[config.mk]
export PLATFORM = sky130hd
export DESIGN_NAME = epp_host_seq
export DESIGN_NICKNAME = d
export VERILOG_FILES = /design/src/rtl/epp_seq_pkg.sv /design/src/rtl/epp_wait_sync.sv /design/src/rtl/epp_cycle_fsm.sv /design/src/rtl/epp_ready_ctl.sv /design/src/rtl/epp_host_seq.sv
export SDC_FILE = /design/constraint.sdc
export NUM_CORES = 1
export LEC_CHECK = 0
export ABC_AREA = 1
export BUFFER_PORTS_ARGS = -buffer_cell sky130_fd_sc_hd__buf_2
export CAP_MARGIN = 10
export CORE_ASPECT_RATIO = 1.4
export CORE_MARGIN = 2
export CORE_UTILIZATION = 39
export DETAILED_ROUTE_END_ITERATION = 6
export PLACE_DENSITY = 0.81
export SETUP_SLACK_MARGIN = 0.5
export SYNTH_ARGS = -nofsm -noshare
export SYNTH_HDL_FRONTEND = slang
export SYNTH_SLANG_ARGS = --single-unit
export TNS_END_PERCENT = 1
[constraint.sdc]
create_clock -name clk -period 1.1 [get_ports clk]
set_input_delay 0.22 -clock clk [delete_from_list [all_inputs] [get_ports clk]]
set_output_delay 0.22 -clock clk [all_outputs]
set_load 0.05 [all_outputs]
[src/rtl/epp_seq_pkg.sv]
package epp_seq_pkg;
  localparam int unsigned ZWS_ON_BIT    = 5;
  localparam int unsigned ZWS_BLOCK_BIT = 6;

  typedef enum logic [1:0] {
    PH_IDLE    = 2'd0,
    PH_READ    = 2'd1,
    PH_WSETUP  = 2'd2,
    PH_WSTROBE = 2'd3
  } phase_t;

  function automatic logic zws_allowed(input logic [7:0] cfg);
    return cfg[ZWS_ON_BIT] & ~cfg[ZWS_BLOCK_BIT];
  endfunction

  // returns {dstrb_n, astrb_n}
  function automatic logic [1:0] strobe_levels(input logic active, input logic sel);
    return {~(active & sel), ~(active & ~sel)};
  endfunction

  function automatic logic is_write_phase(input phase_t ph);
    return (ph == PH_WSETUP) || (ph == PH_WSTROBE);
  endfunction
endpackage

[src/rtl/epp_wait_sync.sv]
module epp_wait_sync #(
  parameter int unsigned STAGES = 2
) (
  input  logic clk,
  input  logic rst_n,
  input  logic async_in,
  output logic sync_out
);
  logic [STAGES-1:0] chain;

  generate
    for (genvar i = 0; i < STAGES; i++) begin : g_stage
      if (i == 0) begin : g_first
        always_ff @(posedge clk or negedge rst_n)
          if (!rst_n) chain[0] <= 1'b0;
          else        chain[0] <= async_in;
      end else begin : g_next
        always_ff @(posedge clk or negedge rst_n)
          if (!rst_n) chain[i] <= 1'b0;
          else        chain[i] <= chain[i-1];
      end
    end
  endgenerate

  assign sync_out = chain[STAGES-1];
endmodule

[src/rtl/epp_cycle_fsm.sv]
module epp_cycle_fsm
  import epp_seq_pkg::*;
#(
  parameter int unsigned DW = 8
) (
  input  logic          clk,
  input  logic          rst_n,
  input  logic          rd_n,
  input  logic          wr_n,
  input  logic          reg_sel,
  input  logic [DW-1:0] d_in,
  output phase_t        phase,
  output logic          sel_q,
  output logic [DW-1:0] wr_data
);
  logic host_idle;
  assign host_idle = rd_n & wr_n;

  always_ff @(posedge clk or negedge rst_n) begin
    if (!rst_n) begin
      phase   <= PH_IDLE;
      sel_q   <= 1'b0;
      wr_data <= '0;
    end else begin
      unique case (phase)
        PH_IDLE: begin
          if (!wr_n) begin
            wr_data <= d_in;
            sel_q   <= reg_sel;
            phase   <= PH_WSETUP;
          end else if (!rd_n) begin
            sel_q <= reg_sel;
            phase <= PH_READ;
          end
        end
        PH_READ:    if (rd_n) phase <= PH_IDLE;
        PH_WSETUP:  phase <= wr_n ? PH_IDLE : PH_WSTROBE;
        PH_WSTROBE: if (wr_n) phase <= PH_IDLE;
        default:    phase <= PH_IDLE;
      endcase
    end
  end

  AST_CYCLE_ENDS: assert property (@(posedge clk) disable iff (!rst_n)
    (phase != PH_IDLE && host_idle) |=> (phase == PH_IDLE));
  AST_SEL_HELD: assert property (@(posedge clk) disable iff (!rst_n)
    ($past(phase) != PH_IDLE && phase != PH_IDLE) |-> $stable(sel_q));
endmodule

[src/rtl/epp_ready_ctl.sv]
module epp_ready_ctl
  import epp_seq_pkg::*;
(
  input  logic   clk,
  input  logic   rst_n,
  input  phase_t phase,
  input  logic   wait_s,
  input  logic   zws_cfg,
  output logic   iochrdy,
  output logic   zws_n
);
  logic armed, released, fallback;
  logic active, write_cyc, zws_live, pull_low;

  assign active    = (phase != PH_IDLE);
  assign write_cyc = is_write_phase(phase);
  assign zws_live  = write_cyc & armed & ~fallback;
  assign pull_low  = active & ~wait_s & ~released;
  assign iochrdy   = ~pull_low;
  assign zws_n     = ~(zws_live & wait_s);

  always_ff @(posedge clk or negedge rst_n) begin
    if (!rst_n) begin
      armed    <= 1'b0;
      released <= 1'b0;
      fallback <= 1'b0;
    end else if (!active) begin
      armed    <= zws_cfg;
      released <= 1'b0;
      fallback <= 1'b0;
    end else if (zws_live) begin
      if (!wait_s) fallback <= 1'b1;
    end else if (wait_s) begin
      released <= 1'b1;
    end
  end

  AST_ZWS_READY: assert property (@(posedge clk) disable iff (!rst_n)
    !zws_n |-> iochrdy);
  AST_RDY_RISE: assert property (@(posedge clk) disable iff (!rst_n)
    (active && $rose(iochrdy)) |-> wait_s);
  AST_FALLBACK_HOLD: assert property (@(posedge clk) disable iff (!rst_n)
    (fallback && write_cyc) |-> zws_n);
  AST_ZWS_WRITE_ONLY: assert property (@(posedge clk) disable iff (!rst_n)
    !zws_n |-> write_cyc);
endmodule

[src/rtl/epp_host_seq.sv]
module epp_host_seq
  import epp_seq_pkg::*;
#(
  parameter int unsigned DW          = 8,
  parameter int unsigned SYNC_STAGES = 2
) (
  input  logic          clk,
  input  logic          rst_n,
  input  logic          rd_n,
  input  logic          wr_n,
  input  logic          reg_sel,
  input  logic [7:0]    cfg,
  input  logic [DW-1:0] d_in,
  output logic [DW-1:0] d_out,
  output logic          d_oe,
  output logic          iochrdy,
  output logic          zws_n,
  input  logic [DW-1:0] pd_in,
  output logic [DW-1:0] pd_out,
  output logic          pd_oe,
  output logic          write_n,
  output logic          astrb_n,
  output logic          dstrb_n,
  input  logic          wait_in
);
  phase_t     phase;
  logic       sel_q, wait_s, strobe_on, quiet;
  logic [1:0] strb;

  epp_wait_sync #(.STAGES(SYNC_STAGES)) u_sync (
    .clk(clk), .rst_n(rst_n), .async_in(wait_in), .sync_out(wait_s));

  epp_cycle_fsm #(.DW(DW)) u_fsm (
    .clk(clk), .rst_n(rst_n), .rd_n(rd_n), .wr_n(wr_n), .reg_sel(reg_sel),
    .d_in(d_in), .phase(phase), .sel_q(sel_q), .wr_data(pd_out));

  epp_ready_ctl u_rdy (
    .clk(clk), .rst_n(rst_n), .phase(phase), .wait_s(wait_s),
    .zws_cfg(zws_allowed(cfg)), .iochrdy(iochrdy), .zws_n(zws_n));

  assign strobe_on = (phase == PH_READ) || (phase == PH_WSTROBE);
  assign strb      = strobe_levels(strobe_on, sel_q);
  assign astrb_n   = strb[0];
  assign dstrb_n   = strb[1];
  assign write_n   = ~is_write_phase(phase);
  assign pd_oe     = is_write_phase(phase);
  assign d_oe      = (phase == PH_READ);
  assign d_out     = pd_in;
  assign quiet     = write_n & astrb_n & dstrb_n;

  AST_ONE_STROBE: assert property (@(posedge clk) disable iff (!rst_n)
    !(!astrb_n && !dstrb_n));
  AST_WRITE_FIRST: assert property (@(posedge clk) disable iff (!rst_n)
    (($fell(astrb_n) || $fell(dstrb_n)) && !write_n) |-> !$past(write_n));
  AST_PD_QUIET: assert property (@(posedge clk) disable iff (!rst_n)
    !$stable(pd_out) |-> $past(quiet));
  AST_DOE_READ: assert property (@(posedge clk) disable iff (!rst_n)
    d_oe |-> (write_n && !(astrb_n && dstrb_n)));
endmodule

==> parameters.txt <==
Parameter                              Value

Drt
  Average routed wire per standard cell    roughly 13 µm
  Antenna Nets Post-Route    0
  Via count    slightly below 700
  DR DRC count    0
  DR pass1 iterations    4
  Average vias per placed instance    around 4.9
  Final wirelength    ~1800 µm
  First DRT Iteration DRCs    7

Floorplan
  Die Y-Extent    about 56 µm
  Floorplan die width    approximately 41 µm
  Starting utilization of the core area    between 40% and 50%
  Top-level port count    53
  Placement Rows    18
  Die ar.    around 0.0023 mm²
  Core outline area    between 0.0015 and 0.002 mm²

Global routing
  Pin count of the biggest net entering global routing    17
  First-pass GRT wire length    between 2000 and 3000 µm
  Global-route track usage on met1    17.8%
  Met2 usage in global routing    28.1%
  GR Util All Layers    17.0%
  Global-route track usage on met3    under 10%
  Global routing's busiest layer    met2
  Number of antenna violations at the first check in global routing    0
  Via count of the first global-routing pass    697
  Total congestion overflow after global routing    0

Worst setup path
  Crit path DAT    between 1 and 1.5 ns
  Top fanout value on the critical path    4
  Type of origin of the critical path    flop
  CP Capture Type    output port
  Required time worst endpoint    0.88 ns
  Critical setup path kind    flop to output port

Yosys
  Nets in the synthesized netlist    roughly 110
  Avg Synthesized Cell Area    around 9.0 µm²
  Number of instances in the synthesized netlist    84
  Number of unique standard cell types used by synthesis    20
  Proportion of netlist area held by the largest area contributor    a little over half
  Yosys top cell by area    sky130_fd_sc_hd__dfrtp_1
  Most area-consuming cells after synthesis    sky130_fd_sc_hd__dfrtp_1, sky130_fd_sc_hd__nand2_1, sky130_fd_sc_hd__buf_4
  Mapped cell area    ~750 µm²
  Yosys reg bits    16
  Portion of the post-synthesis area used by sequential elements    53.1%
  Yosys Warn Count    0

Cells and area
  Post-route non-filler standard cell count    140
  Final-layout fill cell count    150
  Inserted Diodes    0
  Final standard cell utilization of the core    64.5%
  Post-layout instance area    ~0.0012 mm²
  Area taken by flip-flops and latches    about 400 µm²
  Ratio of cells with drive above 1 in the final layout    58.3%
  Area growth from synthesis to final layout    54.1%
  Combined area of the multi-input logic cells    310 µm²
  Number of nets in the layout    between 150 and 200

Placement
  Input/output buffers    30
  Placer Congestion    between 0.7 and 0.8
  Placed wire-length estimate after detailed placement    roughly 1200 µm
  Post-detailed-placement cell area    ~910 µm²
  Cell total after placement    between 100 and 150

CTS
  CTS tree    yes
  Clock tree root driver cell    sky130_fd_sc_hd__clkbuf_4
  Maximum number of buffers from clock root to sink    2
  Sink count of the clock tree    16
  # H-tree levels    1
  Clock transition at the registers of the reported paths    roughly 0.090 ns
  Insertion delay to the later sink of the worst-skew pair    roughly 0.28 ns
  Cts bufs inserted    3

Timing
  Slew headroom    a little under 80%
  Period utilization    121%
  Worst Tran Pin Value    ~0.33 ns
  Post-Route Skew    roughly 0.0017 ns
  Setup TNS    -3.36 ns
  Final count of negative-setup-slack endpoints    19
  RSZ-0062 raised after global routing    true
  Highest attainable clock frequency    749 MHz
  Number of slew-limit violations in the final report    0
  Final-layout worst hold slack    -0.179 ns
  Crit path setup slack, layout    -0.235 ns
  Endpoints failing hold    16
  Minimum period implied by the final worst setup slack    approximately 1.3 ns

Run
  Max cap viols    0

Power
  PD cells    2200 mW/mm²
  Max VDD drop    about 1.3 mV
  Lkg Pwr    a little over 0.6 nW

Status
  Result of the run    finished, violations left
  Failing checks    hold timing, setup timing

Worst hold path
  Worst hold-check path type    primary input to async pin
## Yosys cell counts
library cell,count
sky130_fd_sc_hd__clkbuf_8,1
sky130_fd_sc_hd__nor3_1,1
sky130_fd_sc_hd__o22ai_1,1
sky130_fd_sc_hd__buf_6,1
sky130_fd_sc_hd__o21ai_1,1
sky130_fd_sc_hd__buf_8,1
sky130_fd_sc_hd__dfrtp_1,16
sky130_fd_sc_hd__nand2_1,31
sky130_fd_sc_hd__clkbuf_1,1
sky130_fd_sc_hd__nor2_1,4
sky130_fd_sc_hd__nand3_2,1
sky130_fd_sc_hd__nand2_2,1
sky130_fd_sc_hd__or2_2,1
sky130_fd_sc_hd__nor2_4,1
sky130_fd_sc_hd__nand3b_1,1
sky130_fd_sc_hd__inv_2,1
sky130_fd_sc_hd__inv_1,3
sky130_fd_sc_hd__nand4_1,1
sky130_fd_sc_hd__nand3_1,8
sky130_fd_sc_hd__buf_4,8
## repair_timing
| item | in CTS | in global routing |
|---|---|---|
| cloned | 0 | 0 |
| buffers inserted | 2 | 3 |
| endpoints found under the hold margin | 16 | 16 |
| setup endpoints to repair | 29 | 29 |
| gates resized for setup | 38 | 17 |
| pin swaps | 2 | 11 |
## cell families after synthesis
family | synth area share [%]
compound gates | 1.49
buf+inv | 15.8
flops | 53.1
simple gates | 29.7
## cells in the final DEF, fill, tap and decap left out, types with 2 or more instances in the layout
| cell | n |
|---|---|
| sky130_fd_sc_hd__dfrtp_1 | 15 |
| sky130_fd_sc_hd__nor2_4 | 2 |
| sky130_fd_sc_hd__nand2_1 | 27 |
| sky130_fd_sc_hd__nand2_2 | 2 |
| sky130_fd_sc_hd__buf_2 | 15 |
| sky130_fd_sc_hd__nand3_2 | 7 |
| sky130_fd_sc_hd__buf_4 | 12 |
| sky130_fd_sc_hd__nor2_2 | 2 |
| sky130_fd_sc_hd__nand2_4 | 3 |
| sky130_fd_sc_hd__nand3_1 | 2 |
| sky130_fd_sc_hd__clkbuf_4 | 3 |
| sky130_fd_sc_hd__inv_2 | 2 |
| sky130_fd_sc_hd__buf_6 | 13 |
| sky130_fd_sc_hd__buf_8 | 4 |
## state kept, by name, summed over array words and instances, names as in the netlist
| name | flops |
|---|---|
| u_rdy.fallback | 1 |
| u_fsm.sel_q | 1 |
| u_sync.sync_out | 1 |
| u_fsm.phase | 2 |
| u_rdy.armed | 1 |
| u_fsm.wr_data | 8 |
| u_rdy.released | 1 |
| u_sync.chain | 1 |
## power by group
group / switching (W) / total (W) / internal, W
clock: 0.000176 / 0.000377 / 0.000202
sequential: 0.000126 / 0.000862 / 0.000736
combinational: 0.000797 / 0.00131 / 0.000516
## critical path, stage by stage (launching register included)
cell and delay (ns):
sky130_fd_sc_hd__dfrtp_1 0.37, sky130_fd_sc_hd__inv_2 0.07, sky130_fd_sc_hd__or2_4 0.24, sky130_fd_sc_hd__buf_8 0.15
## layout make-up
| cell class | instances | share of cell area [%] |
|---|---|---|
| tap | 20 | 2.15 |
| timing repair buffer | 44 | 32.0 |
| inverter | 4 | 1.51 |
| multi-input combinational | 52 | 26.7 |
| clock buffer | 4 | 3.12 |
| sequential | 16 | 34.6 |
## per-stage QoR
stage	worst slack (ns)	power, W
after global routing	-0.292	0.00270
after CTS	-0.223	0.00245
after detailed placement	-0.109	0.00183
after floorplan	-0.0449	0.00164
final	-0.235	0.00255
after global placement	-0.0535	0.00181
## worst paths after layout
check,end,slack [ns],depth (start not counted),from
min reg2reg,u_sync.sync_out$_DFF_PN0_,0.36,0,u_sync.chain[0]$_DFF_PN0_
min in group clk,u_sync.chain[0]$_DFF_PN0_,0.05,1,wait_in
max,astrb_n,-0.24,3,u_fsm.phase[0]$_DFFE_PN0P_
max in group asynchronous,u_fsm.phase[1]$_DFFE_PN0P_,1.01,1,rst_n
min,u_sync.chain[0]$_DFF_PN0_,-0.18,1,rst_n
max reg2reg,u_fsm.wr_data[1]$_DFFE_PN0P_,-0.22,6,u_fsm.phase[1]$_DFFE_PN0P_
## per-layer routing
layer | share of wire [%] | routed length (µm)
met1 | 37 | 677
met2 | 55 | 1000
met4 | 1.9 | 34
met5 | 0 | 0
met3 | 6.2 | 113
Note: power is estimated with default switching activity, not from simulation.
